**config.mk**
```make
export PLATFORM = sky130hd
export DESIGN_NAME = stereo_db_atten
export DESIGN_NICKNAME = d
export VERILOG_FILES = /design/src/rtl/sda_pkg.sv /design/src/rtl/sda_target.sv /design/src/rtl/sda_ramp.sv /design/src/rtl/sda_scale.sv /design/src/rtl/stereo_db_atten.sv
export SDC_FILE = /design/constraint.sdc
export NUM_CORES = 2
export LEC_CHECK = 0
export ABC_CLOCK_PERIOD_IN_PS = 20100
export BUFFER_PORTS_ARGS = -buffer_cell sky130_fd_sc_hd__buf_2
export CORE_AREA = 2 2 300 302
export DETAILED_ROUTE_END_ITERATION = 8
export DIE_AREA = 0 0 302 304
export PLACE_DENSITY = 0.6
export SETUP_SLACK_MARGIN = 0.3
export SLEW_MARGIN = 20
export SYNTH_ARGS = -nofsm -noshare
export SYNTH_HDL_FRONTEND = slang
export SYNTH_SLANG_ARGS = --single-unit
```
**constraint.sdc**
```tcl
create_clock -name clk -period 20.1 [get_ports clk]
set_input_delay 3.015 -clock clk [delete_from_list [all_inputs] [get_ports clk]]
set_output_delay 3.015 -clock clk [all_outputs]
set_load 0.1 [all_outputs]
```
**src/rtl/sda_pkg.sv**
```systemverilog
// Package: shared constants and the one-span gain table.
// Assumes gains are unsigned Q1.15 with 32768 meaning unity.
package sda_pkg;

    localparam int STEPS_PER_SPAN = 12;   // half-dB steps in 6 dB
    localparam int MANT_W         = 16;   // table entry width
    localparam int FRAC_W         = 15;   // fraction bits of a table entry
    localparam int PLIM_STEP      = 3;    // half-dB steps per power-limit level

    // Gain for r half-dB steps below unity, r in 0..11: round(32768*10^(-r/40)).
    function automatic logic [MANT_W-1:0] span_gain(input logic [3:0] r);
        case (r)
            4'd0:    span_gain = 16'd32768;
            4'd1:    span_gain = 16'd30935;
            4'd2:    span_gain = 16'd29205;
            4'd3:    span_gain = 16'd27571;
            4'd4:    span_gain = 16'd26029;
            4'd5:    span_gain = 16'd24573;
            4'd6:    span_gain = 16'd23198;
            4'd7:    span_gain = 16'd21900;
            4'd8:    span_gain = 16'd20675;
            4'd9:    span_gain = 16'd19519;
            4'd10:   span_gain = 16'd18427;
            4'd11:   span_gain = 16'd17396;
            default: span_gain = 16'd0;
        endcase
    endfunction

endpackage

```
**src/rtl/sda_target.sv**
```systemverilog
// Module: sda_target
// Combines volume code, power-limit level and foldback into one target
// attenuation in half-dB units. Saturates to the mute code (all ones).
// Assumes the mute code is the top value of an AW-bit code.
module sda_target #(
    parameter int AW = 8
) (
    input  logic [AW-1:0] vol,
    input  logic [1:0]    plim,
    input  logic [AW-1:0] fold,
    input  logic          mute_req,
    output logic [AW-1:0] target
);
    import sda_pkg::*;

    localparam int            SW     = AW + 3;
    localparam logic [SW-1:0] MUTE_S = SW'((1 << AW) - 1);

    logic [SW-1:0] plim_steps;
    logic [SW-1:0] sum;

    // Sum the three attenuation terms and clamp at the mute code.
    always_comb begin
        plim_steps = SW'(plim) * SW'(PLIM_STEP);
        sum        = SW'(vol) + plim_steps + SW'(fold);
        if (mute_req || (vol == {AW{1'b1}}) || (sum >= MUTE_S))
            target = {AW{1'b1}};
        else
            target = sum[AW-1:0];
    end

endmodule

```
**src/rtl/sda_ramp.sv**
```systemverilog
// Module: sda_ramp
// Holds the applied attenuation of one channel and moves it one step
// toward the target on every accepted sample. Resets to full mute.
module sda_ramp #(
    parameter int AW = 8
) (
    input  logic          clk,
    input  logic          rst_n,
    input  logic          adv,
    input  logic [AW-1:0] target,
    output logic [AW-1:0] att
);

    // Step the applied attenuation toward its target once per sample.
    always_ff @(posedge clk) begin
        if (!rst_n)
            att <= {AW{1'b1}};
        else if (adv) begin
            if (att < target)
                att <= att + 1'b1;
            else if (att > target)
                att <= att - 1'b1;
        end
    end

endmodule

```
**src/rtl/sda_scale.sv**
```systemverilog
// Module: sda_scale
// Scales one signed sample by the gain for a half-dB attenuation code:
// table lookup within a 6 dB span, then an arithmetic shift per span.
// Result is registered on load; the mute code yields zero.
module sda_scale #(
    parameter int DW = 24,
    parameter int AW = 8
) (
    input  logic                 clk,
    input  logic                 rst_n,
    input  logic                 load,
    input  logic signed [DW-1:0] din,
    input  logic [AW-1:0]        att,
    output logic signed [DW-1:0] dout
);
    import sda_pkg::*;

    localparam int            PW     = DW + MANT_W + 1;
    localparam logic [AW-1:0] SPAN_C = AW'(STEPS_PER_SPAN);

    logic [AW-1:0]        span;
    logic [3:0]           rem;
    logic [MANT_W-1:0]    mant;
    logic signed [PW-1:0] prod;
    logic signed [DW-1:0] scaled;

    // Split the code into whole spans and a remainder, then multiply and shift.
    always_comb begin
        span   = att / SPAN_C;
        rem    = 4'(att % SPAN_C);
        mant   = span_gain(rem);
        prod   = PW'(din) * PW'($signed({1'b0, mant}));
        scaled = DW'(prod >>> (FRAC_W + int'(span)));
    end

    // Register the scaled sample when a new one arrives.
    always_ff @(posedge clk) begin
        if (!rst_n)
            dout <= '0;
        else if (load)
            dout <= (att == {AW{1'b1}}) ? '0 : scaled;
    end

endmodule

```
**src/rtl/stereo_db_atten.sv**
```systemverilog
// Module: stereo_db_atten (top)
// Two-channel half-dB attenuator with ramped soft mute. Each channel has
// a target builder, a ramp register and a scaler. Output is one cycle
// after the input strobe. Assumes smp_valid is a single-cycle strobe.
module stereo_db_atten #(
    parameter int DW = 24,
    parameter int AW = 8
) (
    input  logic                 clk,
    input  logic                 rst_n,
    input  logic                 smp_valid,
    input  logic signed [DW-1:0] in_l,
    input  logic signed [DW-1:0] in_r,
    input  logic [AW-1:0]        vol_l,
    input  logic [AW-1:0]        vol_r,
    input  logic                 vol_shared,
    input  logic [1:0]           plim_sel,
    input  logic [AW-1:0]        fold_att,
    input  logic                 smute_req,
    output logic                 out_valid,
    output logic signed [DW-1:0] out_l,
    output logic signed [DW-1:0] out_r,
    output logic                 smute_done
);

    localparam int NCH = 2;

    logic [AW-1:0]        vol_ch [NCH];
    logic signed [DW-1:0] in_ch  [NCH];
    logic signed [DW-1:0] out_ch [NCH];
    logic [AW-1:0]        tgt_ch [NCH];
    logic [AW-1:0]        att_ch [NCH];
    logic [AW-1:0]        att_l;
    logic [AW-1:0]        att_r;

    // Route per-channel volume (shared mode reuses the left code) and samples.
    always_comb begin
        vol_ch[0] = vol_l;
        vol_ch[1] = vol_shared ? vol_l : vol_r;
        in_ch[0]  = in_l;
        in_ch[1]  = in_r;
    end

    for (genvar ch = 0; ch < NCH; ch++) begin : g_ch
        sda_target #(.AW(AW)) u_target (
            .vol      (vol_ch[ch]),
            .plim     (plim_sel),
            .fold     (fold_att),
            .mute_req (smute_req),
            .target   (tgt_ch[ch])
        );

        sda_ramp #(.AW(AW)) u_ramp (
            .clk    (clk),
            .rst_n  (rst_n),
            .adv    (smp_valid),
            .target (tgt_ch[ch]),
            .att    (att_ch[ch])
        );

        sda_scale #(.DW(DW), .AW(AW)) u_scale (
            .clk   (clk),
            .rst_n (rst_n),
            .load  (smp_valid),
            .din   (in_ch[ch]),
            .att   (att_ch[ch]),
            .dout  (out_ch[ch])
        );
    end

    // Expose channel results and the mute status.
    always_comb begin
        out_l      = out_ch[0];
        out_r      = out_ch[1];
        att_l      = att_ch[0];
        att_r      = att_ch[1];
        smute_done = (att_l == {AW{1'b1}}) && (att_r == {AW{1'b1}});
    end

    // Delay the input strobe to mark the registered outputs.
    always_ff @(posedge clk) begin
        if (!rst_n)
            out_valid <= 1'b0;
        else
            out_valid <= smp_valid;
    end

endmodule

```
# Word level (Yosys, flattened, before mapping)
# Memories as Yosys holds them, arrays and structs flattened.
# Index checks and enable logic that the tools add are counted.
# totals
ramBits,0
rom_bits,512
reg_bits,65
latchBits,0
word_cells,54
mem_count,2
output_inout_bits,50
input_bits,79
# memory_table
name,words,width,read_ports,rd_clocked_by_memory_dff,write_ports,line,text
(name not given),16,16,1,0,0,sda_pkg.sv:12,case (r)
(name not given),16,16,1,0,0,sda_pkg.sv:12,
# classes
n_addsub,10
n_reduce_logical,9
mux,9
shift,2
magnitude_cmp,6
n_eq_ne,4
div_mod_pow,4
n_bitwise,0
mul,3
# op_table
operator,count
24-bit by 17-bit multiplier with 41-bit output,2
41-bit by 32-bit >>> shifter with 24-bit output,2
8-bit 2-to-1 mux,7
24-bit 2-to-1 mux,2
"8-bit == test, second input constant",4
11-bit by 8-bit adder with 11-bit output,2
"11-bit by 8-bit greater-or-equal comparator with 1-bit output, second input constant",2
"4-bit by 8-bit adder with 9-bit output, first input constant",2
8-bit by 4-bit adder with 9-bit output,2
"8-bit by 1-bit adder with 8-bit output, second input constant",2
"8-bit by 4-bit divider with 8-bit output, second input constant",2
8-bit greater-than comparator,2
8-bit < comparator,2
"8-bit by 4-bit remainder unit with 8-bit output, second input constant",2
"8-bit by 1-bit subtractor with 8-bit output, second input constant",2
1-bit logical OR,4
"2-bit by 2-bit multiplier with 4-bit output, second input constant",1
2-bit AND reduction,2
2-bit nonzero test,2
1-bit logical AND,1

# Logic depth before layout (Yosys ltp)
# depth
depth_word,9
depth_mapped,38
mapped_depth_nobuf,37

# Modules after synthesis
# A second synthesis with hierarchy kept.
# unflattened
cells_unflattened,5176
hier_area_um2,41865.2
# modules_own_cells
module,cells_per_inst,seq_area_each_um2,area_per_inst_um2,instances
sda_scale (g_ch[1].u_scale),2437,480.5,19593.8,1
sda_scale (g_ch[0].u_scale),2378,480.5,19134.6,1
sda_ramp,92,160.2,815.8,2
sda_target (g_ch[0].u_target),81,0.0,676.9,1
sda_target (g_ch[1].u_target),80,0.0,639.4,1
stereo_db_atten,16,20.0,188.9,1

# Worst setup path before layout
# OpenSTA, ideal clock, no wires.
# synth_path
kind,input -> register
from,input port in_l[23]
to,register g_ch[0].u_scale.dout[0]
arrival_ns,9.681
setup_ns,0.119
stages,25
t_required_ns,19.981
path_slack_ns,10.300
path_buffers,2
cell_sequence,clkbuf_1 > nand2_1 > inv_1 > fa_1 > inv_1 > fa_1 > inv_1 > fa_1 > fa_1 > fa_1 > inv_1 > fa_1 > inv_1 > ha_1 > buf_2 > and3_1 > and2_1 > a221o_1 > a21o_1 > a2111oi_4 > o21ai_4 > o221a_4 > mux2i_4 > nand3_2 > a32o_1
# synth_via
elab_chain_len,3
# synth_lines
element,line,text
"start, declared",stereo_db_atten.sv:12,"input logic signed [DW-1:0] in_l,"
24-bit by 17-bit multiplier with 41-bit output,sda_scale.sv:32,"prod = PW'(din) * PW'($signed({1'b0, mant}));"
41-bit by 32-bit >>> shifter with 24-bit output,sda_scale.sv:33,scaled = DW'(prod >>> (FRAC_W + int'(span)));
24-bit 2-to-1 mux,sda_scale.sv:41,dout <= (att == {AW{1'b1}}) ? '0 : scaled;
"end signal, assigned",sda_scale.sv:41,
"end, declared",sda_scale.sv:14,output logic signed [DW-1:0] dout
# No other way between the ends.
# A chain may end at the register's enable or synchronous reset.

# Worst setup path in the final report
# layout_path
from,register g_ch[1].u_ramp.att[3]
to,register g_ch[1].u_scale.dout[18]
# layout_via
elab_chain_len,5
elab_cells_between_ends,8
classes_between,add/sub: 1; mul: 1; div: 2; eq/ne: 1; shift: 1; mux: 1; memory: 1
# layout_lines
element,line,text
"start, declared",sda_ramp.sv:11,output logic [AW-1:0] att
"start signal, assigned",sda_ramp.sv:17,att <= {AW{1'b1}};
"start signal, assigned",sda_ramp.sv:20,att <= att + 1'b1;
"start signal, assigned",sda_ramp.sv:22,att <= att - 1'b1;
8-bit by 4-bit remainder unit with 8-bit output,sda_scale.sv:30,rem = 4'(att % SPAN_C);
memory read 16 x 16 bit,-,
24-bit by 17-bit multiplier with 41-bit output,sda_scale.sv:32,
41-bit by 32-bit >>> shifter with 24-bit output,sda_scale.sv:33,
24-bit 2-to-1 mux (*),sda_scale.sv:41,
"end signal, assigned",sda_scale.sv:41,
"end, declared",sda_scale.sv:14,
# Every way passes the cells marked *; elsewhere a longest branch is shown, timed or not.

==> summary.txt <==
Worst hold path
  – Hold Crit Depth: 2
  – HP Start: g_ch[0].u_scale.dout[3]
  – Hold crit path type: reg2reg
  – Hold Path End: g_ch[0].u_scale.dout[3]

Synth
  – Compound-Gate Fraction of Synth Area: 14.0%
  – Synth top cells by count: 1031 x inv_1, 760 x fa_1, 734 x nand2_1
  – Sequential-to-total area share from yosys stat: 3.22%
  – Area contributors post-synth: fa_1 38%, inv_1 9.6%, ha_1 8.5%, nand2_1 6.8%, and2_1 4.7%
  – Top cell type by total area after synthesis: fa_1
  – Top cell type's share of synthesized area: 37.7%
  – Mapped cell area: 0.0404 mm^2
  – Seq cells post-synth: 65
  – Post-Synth Simple-Gate Area: 17.9%
  – Syn avg cell area: 8.08 um^2
  – Most frequent cell after synthesis: inv_1
  – Largest family of logic cells by synthesized area: adder cells
  – Post-synth EDFFs: 0
  – Post-synthesis adder-cell area fraction: 46.2%
  – Netlist cell types: 114
  – Warnings, synthesis: 0
  – Ys flop type: dfxtp_1
  – Synthesized instance count: 4995
  – Net count after synthesis: 6108
  – Ys async rst share: 0%
  – Xor/xnor share of the synthesized area: 2.70%
  – Post-synthesis mux area share: 3.71%

Drt
  – DRT Wirelength: 117000 um
  – Vias/cell: 5.55
  – WL/cell: 19.2 um
  – Vias: 33934
  – Drc violations: 0
  – DR iter-0 viols: 2800
  – Post-route ant nets: 0
  – DRT Pass-1 Iters: 9

Timing
  – Rel. slew slack: 23.7%
  – Worst Clk Skew: 0.00677 ns
  – Final period util: 56.5%
  – Tightest Pin Transition: 1.15 ns
  – Hold Vio Cnt, Final: 0
  – Max-slew violation count: 0
  – Fmax: 88.0 MHz
  – Setup TNS: 0 ns
  – Setup violations, final: 0
  – RSZ-0062 raised after global routing: false
  – Shortest period the worst path allows: 11.37 ns

Floorplan
  – # IOs: 129
  – Height of the chip: 304 um
  – Starting Density: 45.3%
  – Row Count: 110
  – Core Area: 0.0890 mm^2
  – Die area: 0.0918 mm^2
  – Chip width: 302 um

Clock network
  – Post-CTS sizing: 0
  – Reg clk slew, reported paths: 0.06 ns
  – CTS tree: built
  – Clk sinks: 65
  – Post-CTS Setup Bufs: 0
  – Worst skew pair latency: 0.35 ns
  – Hold Buf Count CTS: 0
  – Maximum clock insertion buffer count: 2
  – Root buffer cell: clkbuf_16
  – Num CTS Buffers: 9
  – H-tree depth: 3

GRT
  – Vias in the first global route: 34815
  – Initial antenna violation count: 4
  – Largest net degree at the start of global routing: 54
  – Total global-route track usage: 26.1%
  – First-pass GRT wire length: 193000 um
  – GRT overflow: 0

Run status
  – Status: complete, no violations

Worst setup path
  – CP Class: reg2reg
  – Flop-to-flop setup slack: 8.73 ns
  – Worst r2r src: g_ch[1].u_ramp.att[3]
  – Critical path endpoint category: flip-flop
  – Crit-path max cell delay: 0.95 ns
  – Worst setup SP type: flip-flop
  – RR Endpoint: g_ch[1].u_scale.dout[18]
  – Worst Path Arrival: 11.66 ns
  – Most used cell, CP: fa_1
  – Data required, critical path: 20.40 ns
  – Maximum fanout along the worst path: 22
  – FF-to-FF path depth: 30
  – Crit path max-delay cell type: and2_1

Cells and area
  – Fillcell total: 8934
  – N_diodes: 0
  – Nets: 6047
  – Post-Route Utilization: 47.6%
  – Final Instance Area: 0.0424 mm^2
  – Layout cells sized above 1: 6.46%
  – Synthesis-to-layout area growth: 5.01%

Placement
  – Hpwl dp: 93000 um
  – Area post-placement: 0.0420 mm^2
  – Gpl congestion: 0.940
  – I/O Buffers: 128

Flow run
  – Max-Cap Viols: 0
layer usage:
metal	global-route usage [%]	up-vias	share of wire [%]
met1	38.2	17101	46
met2	43.1	1036	47
met5	0	-	0
met3	1.55	121	5.1
li1	-	15676	-
met4	4.46	0	1.6
critical path, delay by kind of cell (launching register included):
family	cells	cell delay [ns]
fa+ha+maj	7	3.70
compound gates	7	2.78
simple gates	8	2.51
buf+inv	5	0.86
flops	1	0.84
mux	2	0.48
xor+xnor	1	0.12
area by class of cell:
| cell class | count | area, um^2 | area share, % |
|---|---|---|---|
| Clock inverter | 4 | 98.8 | 0.233 |
| Clock buffer | 12 | 256 | 0.605 |
| Timing Repair Buffer | 176 | 1000 | 2.36 |
| Inverter | 1036 | 3890 | 9.17 |
| Tap cell | 1176 | 1470 | 3.47 |
| Sequential cell | 65 | 1300 | 3.07 |
| Multi-Input combinational cell | 3646 | 34400 | 81.1 |
cell families after synthesis:
family                   Yosys count
flip-flops                        65
buffers and inverters           1284
XOR/XNOR                         122
AND/OR/NAND/NOR                 1538
multiplexers                     129
adder cells (fa/ha/maj)         1034
AO/OA/AOI/OAI                    823
placed cells by master (no fill, tap or decap), drive strengths merged, types with 88 or more instances in the layout:
cell   count
ha       274
nand2    735
and2     307
inv     1033
buf      176
a21oi    207
nor2     208
mux2i     88
fa       760
o21ai    164
state kept, by name, summed over array words and instances, names as in the netlist:
name               count
g_ch.u_ramp.att       16
out_valid              1
g_ch.u_scale.dout     48
worst max-delay path by stage:
stage | startpoint | endpoint | slack [ns] | cells past startpoint
floorplan | in_l[23] | g_ch[0].u_scale.dout[0] | 10.30 | 25
detailed placement | g_ch[1].u_ramp.att[3] | g_ch[1].u_scale.dout[18] | 8.85 | 30
finish | g_ch[1].u_ramp.att[3] | g_ch[1].u_scale.dout[18] | 8.73 | 30
CTS | g_ch[1].u_ramp.att[3] | g_ch[1].u_scale.dout[23] | 8.86 | 30
global placement | g_ch[1].u_ramp.att[3] | g_ch[1].u_scale.dout[18] | 9.04 | 30
global route | g_ch[1].u_ramp.att[3] | g_ch[1].u_scale.dout[18] | 7.97 | 30
metrics by stage:
| stage | hold WS [ns] | cells | worst slack [ns] |
|---|---|---|---|
| after floorplan | 0.642 | 4995 | 10.30 |
| after global placement | 0.437 | 6099 | 9.04 |
| after detailed placement | 0.440 | 6099 | 8.85 |
| after CTS | 0.452 | 6115 | 8.86 |
| after global routing | 0.486 | 6115 | 7.97 |
| final | 0.447 | 6115 | 8.73 |
Power is not shown: default switching activity piles up to over one toggle a cycle in this logic, so the estimate is an artifact.
